<file path="config.mk">
export PLATFORM = sky130hd
export DESIGN_NAME = uart_modem_ctl
export DESIGN_NICKNAME = d
export VERILOG_FILES = /design/src/rtl/mdm_pkg.sv /design/src/rtl/mdm_sync.sv /design/src/rtl/mdm_regs.sv /design/src/rtl/mdm_status.sv /design/src/rtl/uart_modem_ctl.sv
export SDC_FILE = /design/constraint.sdc
export NUM_CORES = 1
export LEC_CHECK = 0
export BUFFER_PORTS_ARGS = -buffer_cell sky130_fd_sc_hd__buf_2
export CORE_UTILIZATION = 45
export CTS_CLUSTER_DIAMETER = 80
export CTS_CLUSTER_SIZE = 20
export DETAILED_ROUTE_END_ITERATION = 10
export PLACE_DENSITY = 0.73
export SYNTH_ARGS = -nofsm -noshare
export SYNTH_HDL_FRONTEND = slang
export SYNTH_SLANG_ARGS = --single-unit
</file>
<file path="constraint.sdc">
create_clock -name clk -period 2.9 [get_ports clk]
set_clock_uncertainty 0.1 [all_clocks]
set_input_delay 0.725 -clock clk [delete_from_list [all_inputs] [get_ports clk]]
set_output_delay 0.725 -clock clk [all_outputs]
set_load 0.01 [all_outputs]
</file>
<file path="src/rtl/mdm_pkg.sv">
package mdm_pkg;
  localparam int REG_W   = 8;
  localparam int LINES   = 4;
  localparam int CTL_W   = 5;
  localparam int IEN_W   = 4;

  // control bit positions
  localparam int CB_DTR  = 0;
  localparam int CB_RTS  = 1;
  localparam int CB_OUT1 = 2;
  localparam int CB_OUT2 = 3;
  localparam int CB_LOOP = 4;

  // line index within level and change vectors
  localparam int LN_CTS  = 0;
  localparam int LN_DSR  = 1;
  localparam int LN_RI   = 2;
  localparam int LN_DCD  = 3;

  // modem-status enable bit in the enable register
  localparam int IB_MDM  = 3;

  typedef logic [LINES-1:0] mdm_lines_t;
endpackage

</file>
<file path="src/rtl/mdm_sync.sv">
module mdm_sync #(
  parameter int WIDTH = 4,
  parameter int STAGES = 2
) (
  input  logic             clk,
  input  logic             rst_n,
  input  logic [WIDTH-1:0] d,
  output logic [WIDTH-1:0] q
);
  logic [STAGES-1:0][WIDTH-1:0] stg_q;

  for (genvar s = 0; s < STAGES; s++) begin : g_stage
    if (s == 0) begin : g_first
      always_ff @(posedge clk or negedge rst_n) begin
        if (!rst_n) stg_q[0] <= '0;
        else        stg_q[0] <= d;
      end
    end else begin : g_next
      always_ff @(posedge clk or negedge rst_n) begin
        if (!rst_n) stg_q[s] <= '0;
        else        stg_q[s] <= stg_q[s-1];
      end
    end
  end

  assign q = stg_q[STAGES-1];
endmodule

</file>
<file path="src/rtl/mdm_regs.sv">
module mdm_regs import mdm_pkg::*; (
  input  logic             clk,
  input  logic             rst_n,
  input  logic             ctl_we,
  input  logic             ien_we,
  input  logic [CTL_W-1:0] wbits,
  output logic [CTL_W-1:0] ctl_q,
  output logic [IEN_W-1:0] ien_q
);
  logic [CTL_W-1:0] ctl_d;
  logic [IEN_W-1:0] ien_d;

  always_comb begin
    ctl_d = wbits;
    ien_d = wbits[IEN_W-1:0];
  end

  always_ff @(posedge clk or negedge rst_n) begin
    if (!rst_n)      ctl_q <= '0;
    else if (ctl_we) ctl_q <= ctl_d;
  end

  always_ff @(posedge clk or negedge rst_n) begin
    if (!rst_n)      ien_q <= '0;
    else if (ien_we) ien_q <= ien_d;
  end
endmodule

</file>
<file path="src/rtl/mdm_status.sv">
module mdm_status import mdm_pkg::*; (
  input  logic             clk,
  input  logic             rst_n,
  input  mdm_lines_t       pin_lvl,
  input  logic [CTL_W-1:0] ctl_q,
  input  logic             clr,
  output mdm_lines_t       lvl_q,
  output mdm_lines_t       dlt_q
);
  mdm_lines_t src, set, lvl_d, dlt_d;

  always_comb begin
    if (ctl_q[CB_LOOP]) begin
      src         = '0;
      src[LN_DCD] = ctl_q[CB_OUT2];
      src[LN_RI]  = ctl_q[CB_OUT1];
      src[LN_DSR] = ctl_q[CB_DTR];
      src[LN_CTS] = ctl_q[CB_RTS];
    end else begin
      src = pin_lvl;
    end
    set         = src ^ lvl_q;
    set[LN_RI]  = lvl_q[LN_RI] & ~src[LN_RI];
    lvl_d       = src;
    dlt_d       = (clr ? '0 : dlt_q) | set;
  end

  always_ff @(posedge clk or negedge rst_n) begin
    if (!rst_n) begin
      lvl_q <= '0;
      dlt_q <= '0;
    end else begin
      lvl_q <= lvl_d;
      dlt_q <= dlt_d;
    end
  end
endmodule

</file>
<file path="src/rtl/uart_modem_ctl.sv">
module uart_modem_ctl import mdm_pkg::*; #(
  parameter int ADDR_W      = 3,
  parameter int SYNC_STAGES = 2,
  parameter int RST_STAGES  = 2,
  parameter logic [ADDR_W-1:0] ADDR_IEN = 3'd1,
  parameter logic [ADDR_W-1:0] ADDR_CTL = 3'd4,
  parameter logic [ADDR_W-1:0] ADDR_STS = 3'd6
) (
  input  logic              clk,
  input  logic              rst_n,
  input  logic              wr_en,
  input  logic              rd_en,
  input  logic [ADDR_W-1:0] addr,
  input  logic [REG_W-1:0]  wdata,
  output logic [REG_W-1:0]  rdata,
  input  logic              dsr_n_i,
  input  logic              cts_n_i,
  input  logic              dcd_n_i,
  input  logic              ri_n_i,
  input  logic              tx_i,
  input  logic              rx_i,
  output logic              rx_o,
  output logic              tx_o,
  output logic              dtr_n_o,
  output logic              rts_n_o,
  output logic              op_n_o,
  output logic              irq_o,
  output logic              irq_oe_o
);
  localparam int CTL_PAD = REG_W - CTL_W;
  localparam int IEN_PAD = REG_W - IEN_W;

  logic             rst_n_int;
  logic [CTL_W-1:0] ctl_q;
  logic [IEN_W-1:0] ien_q;
  mdm_lines_t       pin_raw, pin_lvl, lvl_q, dlt_q;
  logic             loop_on, ctl_we, ien_we, sts_rd;
  logic             unused_wdata;

  assign unused_wdata = ^wdata[REG_W-1:CTL_W];

  mdm_sync #(.WIDTH(1), .STAGES(RST_STAGES)) u_rst (
    .clk(clk), .rst_n(rst_n), .d(1'b1), .q(rst_n_int)
  );

  always_comb begin
    pin_raw         = '0;
    pin_raw[LN_DCD] = ~dcd_n_i;
    pin_raw[LN_RI]  = ~ri_n_i;
    pin_raw[LN_DSR] = ~dsr_n_i;
    pin_raw[LN_CTS] = ~cts_n_i;
  end

  mdm_sync #(.WIDTH(LINES), .STAGES(SYNC_STAGES)) u_psync (
    .clk(clk), .rst_n(rst_n_int), .d(pin_raw), .q(pin_lvl)
  );

  assign ctl_we = wr_en && (addr == ADDR_CTL);
  assign ien_we = wr_en && (addr == ADDR_IEN);
  assign sts_rd = rd_en && (addr == ADDR_STS);

  mdm_regs u_regs (
    .clk(clk), .rst_n(rst_n_int), .ctl_we(ctl_we), .ien_we(ien_we),
    .wbits(wdata[CTL_W-1:0]), .ctl_q(ctl_q), .ien_q(ien_q)
  );

  mdm_status u_sts (
    .clk(clk), .rst_n(rst_n_int), .pin_lvl(pin_lvl), .ctl_q(ctl_q),
    .clr(sts_rd), .lvl_q(lvl_q), .dlt_q(dlt_q)
  );

  assign loop_on  = ctl_q[CB_LOOP];
  assign dtr_n_o  = ~(ctl_q[CB_DTR]  & ~loop_on);
  assign rts_n_o  = ~(ctl_q[CB_RTS]  & ~loop_on);
  assign op_n_o   = ~(ctl_q[CB_OUT2] & ~loop_on);
  assign irq_oe_o = ctl_q[CB_OUT2];
  assign irq_o    = ien_q[IB_MDM] & (|dlt_q);
  assign tx_o     = loop_on | tx_i;
  assign rx_o     = loop_on ? tx_i : rx_i;

  always_comb begin
    rdata = '0;
    if (addr == ADDR_CTL)      rdata = {{CTL_PAD{1'b0}}, ctl_q};
    else if (addr == ADDR_IEN) rdata = {{IEN_PAD{1'b0}}, ien_q};
    else if (addr == ADDR_STS) rdata = {lvl_q, dlt_q};
  end
endmodule

</file>
==> After elaboration in Yosys (flattened, before gate mapping) <==
Index checks and enable logic that the tools add are counted.
{ "totals": {"ff_bits": 27, "latch_bits": 0, "ramBits": 0, "romBits": 0, "input_bits": 21, "output_inout_bits": 15, "word_cells": 38, "memories": 0} }
{ "op_classes": {"add_sub_neg": 0, "mul": 0, "n_div": 0, "n_lt_le_gt_ge": 0, "eq_ne": 3, "shifts": 0, "mux": 6, "n_bitwise": 17, "n_reduce_logical": 4} }
{ "ops": {"columns": ["cell", "count"], "rows": [
  ["$mux W8", 3],
  ["$not A1 Y1", 9],
  ["$mux W4", 2],
  ["$eq A3 B3 Y1 const B", 2],
  ["$and A1 B1 Y1", 5],
  ["$or A4 B4 Y4", 1],
  ["$reduce_or A4 Y1", 1],
  ["$xor A4 B4 Y4", 1],
  ["$eq A3 B1 Y1 const B", 1],
  ["$logic_and A1 B1 Y1", 3],
  ["$mux W1", 1],
  ["$or A1 B1 Y1", 1]
]} }

==> Logic depth before layout (Yosys ltp) <==
{ "depth": {"ltp_word": 4, "mapped_depth": 4, "depth_no_buf": 3} }

==> By module <==
Synthesis repeated with hierarchy kept, for this count alone.
{ "unflattened": {"cells_unflattened": 91, "hier_area_um2": 1207.4} }
{ "modules_own_cells": {"columns": ["module", "n_inst", "cells_per_inst", "area_each_um2", "seq_area_each_um2"], "rows": [
  ["mdm_status", 1, 27, 356.6, 200.2],
  ["mdm_regs", 1, 18, 326.6, 225.2],
  ["uart_modem_ctl", 1, 32, 244.0, 0.0],
  ["mdm_sync (u_psync)", 1, 12, 230.2, 200.2],
  ["mdm_sync (u_rst)", 1, 2, 50.0, 50.0]
]} }

==> Worst setup path before layout <==
Ideal clock, no wire load.
{ "synth_timing": {"kind": "input port to output port", "start": "input addr[2]", "end": "output rdata[3]", "arrival_time_ns": 1.329, "t_required_ns": 2.075, "path_slack_ns": 0.746, "stages": 3, "path_buffers": 0, "cell_sequence": "nor2b_1 -> a22oi_1 -> o21ai_0"} }
{ "synth_via": {"elab_chain_len": 4, "word_cells_on_any_way": 6, "classes_between": "3 x eq/ne; 3 x mux"} }
{ "synth_lines": {"columns": ["item", "line_no", "text"], "rows": [
  ["from (decl)", "uart_modem_ctl.sv:13", "input logic [ADDR_W-1:0] addr,"],
  ["$eq A3 B3 Y1", "uart_modem_ctl.sv:85", "else if (addr == ADDR_STS) rdata = {lvl_q, dlt_q};"],
  ["$mux W8", "uart_modem_ctl.sv:85", null],
  ["$mux W8", "uart_modem_ctl.sv:84", "else if (addr == ADDR_IEN) rdata = {{IEN_PAD{1'b0}}, ien_q};"],
  ["$mux W8 (*)", "uart_modem_ctl.sv:83", "if (addr == ADDR_CTL) rdata = {{CTL_PAD{1'b0}}, ctl_q};"],
  ["to (decl)", "uart_modem_ctl.sv:15", "output logic [REG_W-1:0] rdata,"]
]} }
Every way passes the cells marked *; elsewhere a longest branch is shown, timed or not.

==> Final worst setup path <==
{ "layout_timing": {"start": "input addr[2]", "end": "output rdata[1]"} }
The elaborated chain is that of the path after synthesis.

==> reports/results.ini <==
[sta]
finalHoldViolations = 0
tightest_slew_ns = 0.970
setup_viol = 0
finalCritPeriodShare_pct = 84.0
fmax_mhz = 410
rsz0062_at_grt = false
period_minus_slack_ns = 2.44
max_slew_margin_pct = 35.4
timing.setup.tns_ns = 0
slew_viol_final = 0

[worst_setup_path]
critPathMostFrequentCell = buf_2
r2r_start = u_regs.ctl_q[4]$_DFFE_PN0P_
crit_path_end_kind = output pin
cp_cell_sequence = buf_2, nor2b_1, a22oi_1, o21ai_0, buf_2
rr_endpoint = u_sts.dlt_q[1]$_DFF_PN0_
r2r_cells = 3
cp.required_ns = 2.08
critical_path.top_delay_family = compound AO/OA/AOI/OAI gates
crit_type = input pin to output pin
r2r_slack_ns = 1.43
crit_arrival_ns = 1.61
cp-start-kind = input pin
slowest_stage = nor2b_1
critPathMaxFanout = 4
crit_buf_inv = 2
max_stage_delay_ns = 0.29

[power]
clkPwrFrac_pct = 19.2
pwr-share-comb_pct = 21.1
power.leakage_nw = 0.641
sequentialPowerShare_pct = 59.8
power_density_nw_per_um2 = 605
power.internal_mw = 0.580
netSwitchingFraction_pct = 28.1
vdd_drop_max_mv = 0.383
p_sw_mw = 0.227

[global_route]
antenna_found_initial = 0
grt_pass1_vias = 672
grt_max_degree = 26
grt_pass1_wl_mm = 3.22
grt_usage_pct = 17.3
overflow = 0

[synthesis]
synthCells = 85
seq_area_frac_synth_pct = 59.9
yosysMostFrequentCell = dfrtp_1
yosys_warnings = 0
netlist_area_um2 = 1130
yosysTopAreaCellShare_pct = 59.9
async_flop_share_pct = 100
synth_area_leaders = dfrtp_1 (60%), mux2_2 (14%), a22oi_1 (2.7%), xor2_1 (2.3%), nand2b_1 (2.2%)
yosysTopAreaCell = dfrtp_1
ys_types = 23
synth_ff_type = dfrtp_1
synth-edff-count = 0
syn_area_per_cell_um2 = 13.3
ys_ff_latch = 27
syn_nets = 106
synthTopCellsByCount = dfrtp_1 (27), mux2_2 (14), inv_1 (5)

[cells_and_area]
finalNetCount = 141
fillers = 196
fin_util_pct = 58.6
n_antenna_cell = 0
syn_to_final_growth_pct = 18.3
fin_area_um2 = 1330
drive_gt1_share_pct = 45.4

[floorplanning]
die_area_um2 = 2710
num_io_pins = 36
die_w_um = 52.1
start_util_pct = 49.5
num_rows = 17
coreArea_um2 = 2280
die_height_um = 52.1

[flow_run]
maxCapViolations = 0

[min_path]
hp-class = input pin to async pin

[detailed_routing]
detail-route-antenna-nets = 0
wl_per_cell_um = 13.5
drt_wl_total_mm = 1.99
drcViolationCount = 0
via_count = 729
viasPerCell = 4.96
drt_iter0_drc = 6
drtPass1Iterations = 4

[clock_network]
clkSinkCount = 27
clockBufferDepth = 2
cts_resized = 0
hold_buffers = 0
clockRootBuffer = clkbuf_4
cts_tree = done
numCtsBuffers = 3
clkSlewWorstSetupHoldPaths_ns = 0.14
clk_latency_ns = 0.31
cts-htree-levels = 1
cts_setup_buffers = 0

[placed_design]
port_buffers = 32
place_area_um2 = 1310
place_hpwl_mm = 1.54
gp_congestion = 0.756

[outcome]
outcome = complete, no violations

-- power by group through the flow --
stage / logic [mW] / registers (mW) / clock network (mW)
after floorplan: 0.125 / 0.474 / 0
after global placement: 0.165 / 0.488 / 0
after detailed placement: 0.171 / 0.492 / 0
after CTS: 0.172 / 0.484 / 0.164
after global routing: 0.187 / 0.493 / 0.181
final: 0.170 / 0.482 / 0.155
-- worst reg2reg max path, stage by stage (launching register included) --
cell     delay [ns]
dfrtp_1        0.56
mux2_2         0.41
xor2_1         0.15
a21o_1         0.16
-- logic make-up (layout without fill, tap and decap cells) --
group                  after synthesis  count (layout)  synth area share (%)
AO/OA/AOI/OAI                       13              13                  8.21
XOR/XNOR                             3               3                  2.33
buffers and inverters                7              41                  3.11
flip-flops                          27              27                  59.9
multiplexers                        15              15                  14.9
other                                1               1                 0.333
AND/OR/NAND/NOR                     19              19                  11.2
-- metrics by stage --
| step | hold WS [ns] | power [mW] | std cells | setup WS [ns] |
|---|---|---|---|---|
| after floorplan | 0.221 | 0.599 | 85 | 0.746 |
| after global placement | 0.233 | 0.653 | 143 | 0.486 |
| final | 0.0629 | 0.807 | 147 | 0.463 |
| after CTS | 0.0536 | 0.820 | 147 | 0.459 |
| after detailed placement | 0.236 | 0.663 | 143 | 0.450 |
| after global routing | 0.0338 | 0.862 | 147 | 0.353 |
-- worst max path at each step --
stage / cells past startpoint / slack [ns] / startpoint / end
final: 5 / 0.46 / addr[2] / rdata[1]
after global placement: 5 / 0.49 / addr[2] / rdata[1]
after detailed placement: 5 / 0.45 / addr[2] / rdata[1]
after floorplan: 3 / 0.75 / addr[2] / rdata[3]
after CTS: 5 / 0.46 / addr[2] / rdata[1]
after global routing: 5 / 0.35 / addr[2] / rdata[0]
-- placed cells by master (no fill, tap or decap) --
cell type  netlist  final
nand2b_1         4      4
a21o_1           3      3
nand2_2          1      1
inv_1            5      5
o2bb2ai_1        1      1
conb_1           1      1
and2_1           3      3
nand2_1          4      4
a22oi_1          4      4
o21ai_0          4      4
dfrtp_1         27     27
clkbuf_4         0      3
buf_2            1     32
mux2_2          14     14
xor2_1           3      3
mux2i_1          1      1
nor2_1           1      1
clkinv_2         0      1
o41a_1           1      1
nor3b_4          1      1
nor2b_2          1      1
or2_2            1      1
and3b_1          2      2
nor2b_1          1      1
-- flip-flops by register name, summed over array words and instances, names as in the netlist --
name,count
u_sts.lvl_q,4
u_psync.stg_q,4
u_regs.ien_q,4
u_psync.q,4
u_rst.stg_q,1
u_regs.ctl_q,5
u_sts.dlt_q,4
u_rst.q,1
-- routing by layer --
| metal | GRT usage (%) | vias to the layer above | part of all wire (%) |
|---|---|---|---|
| li1 | - | 355 | - |
| met1 | 22.7 | 358 | 45 |
| met2 | 27.4 | 14 | 51 |
| met3 | 3.51 | 2 | 3.3 |
| met4 | 8.11 | 0 | 0.86 |
| met5 | 0 | - | 0 |
-- cell type report --
class                      instances  area, um^2  share of cell area, %
clock buffer                       3        22.5                   1.69
timing repair buffer              32         160                   12.0
clock inverter                     1        5.00                  0.375
tap                               28        35.0                   2.63
sequential                        27         676                   50.7
multi-input combinational         51         417                   31.2
inverter                           5        18.8                   1.41
(Power assumes the default switching activity.)
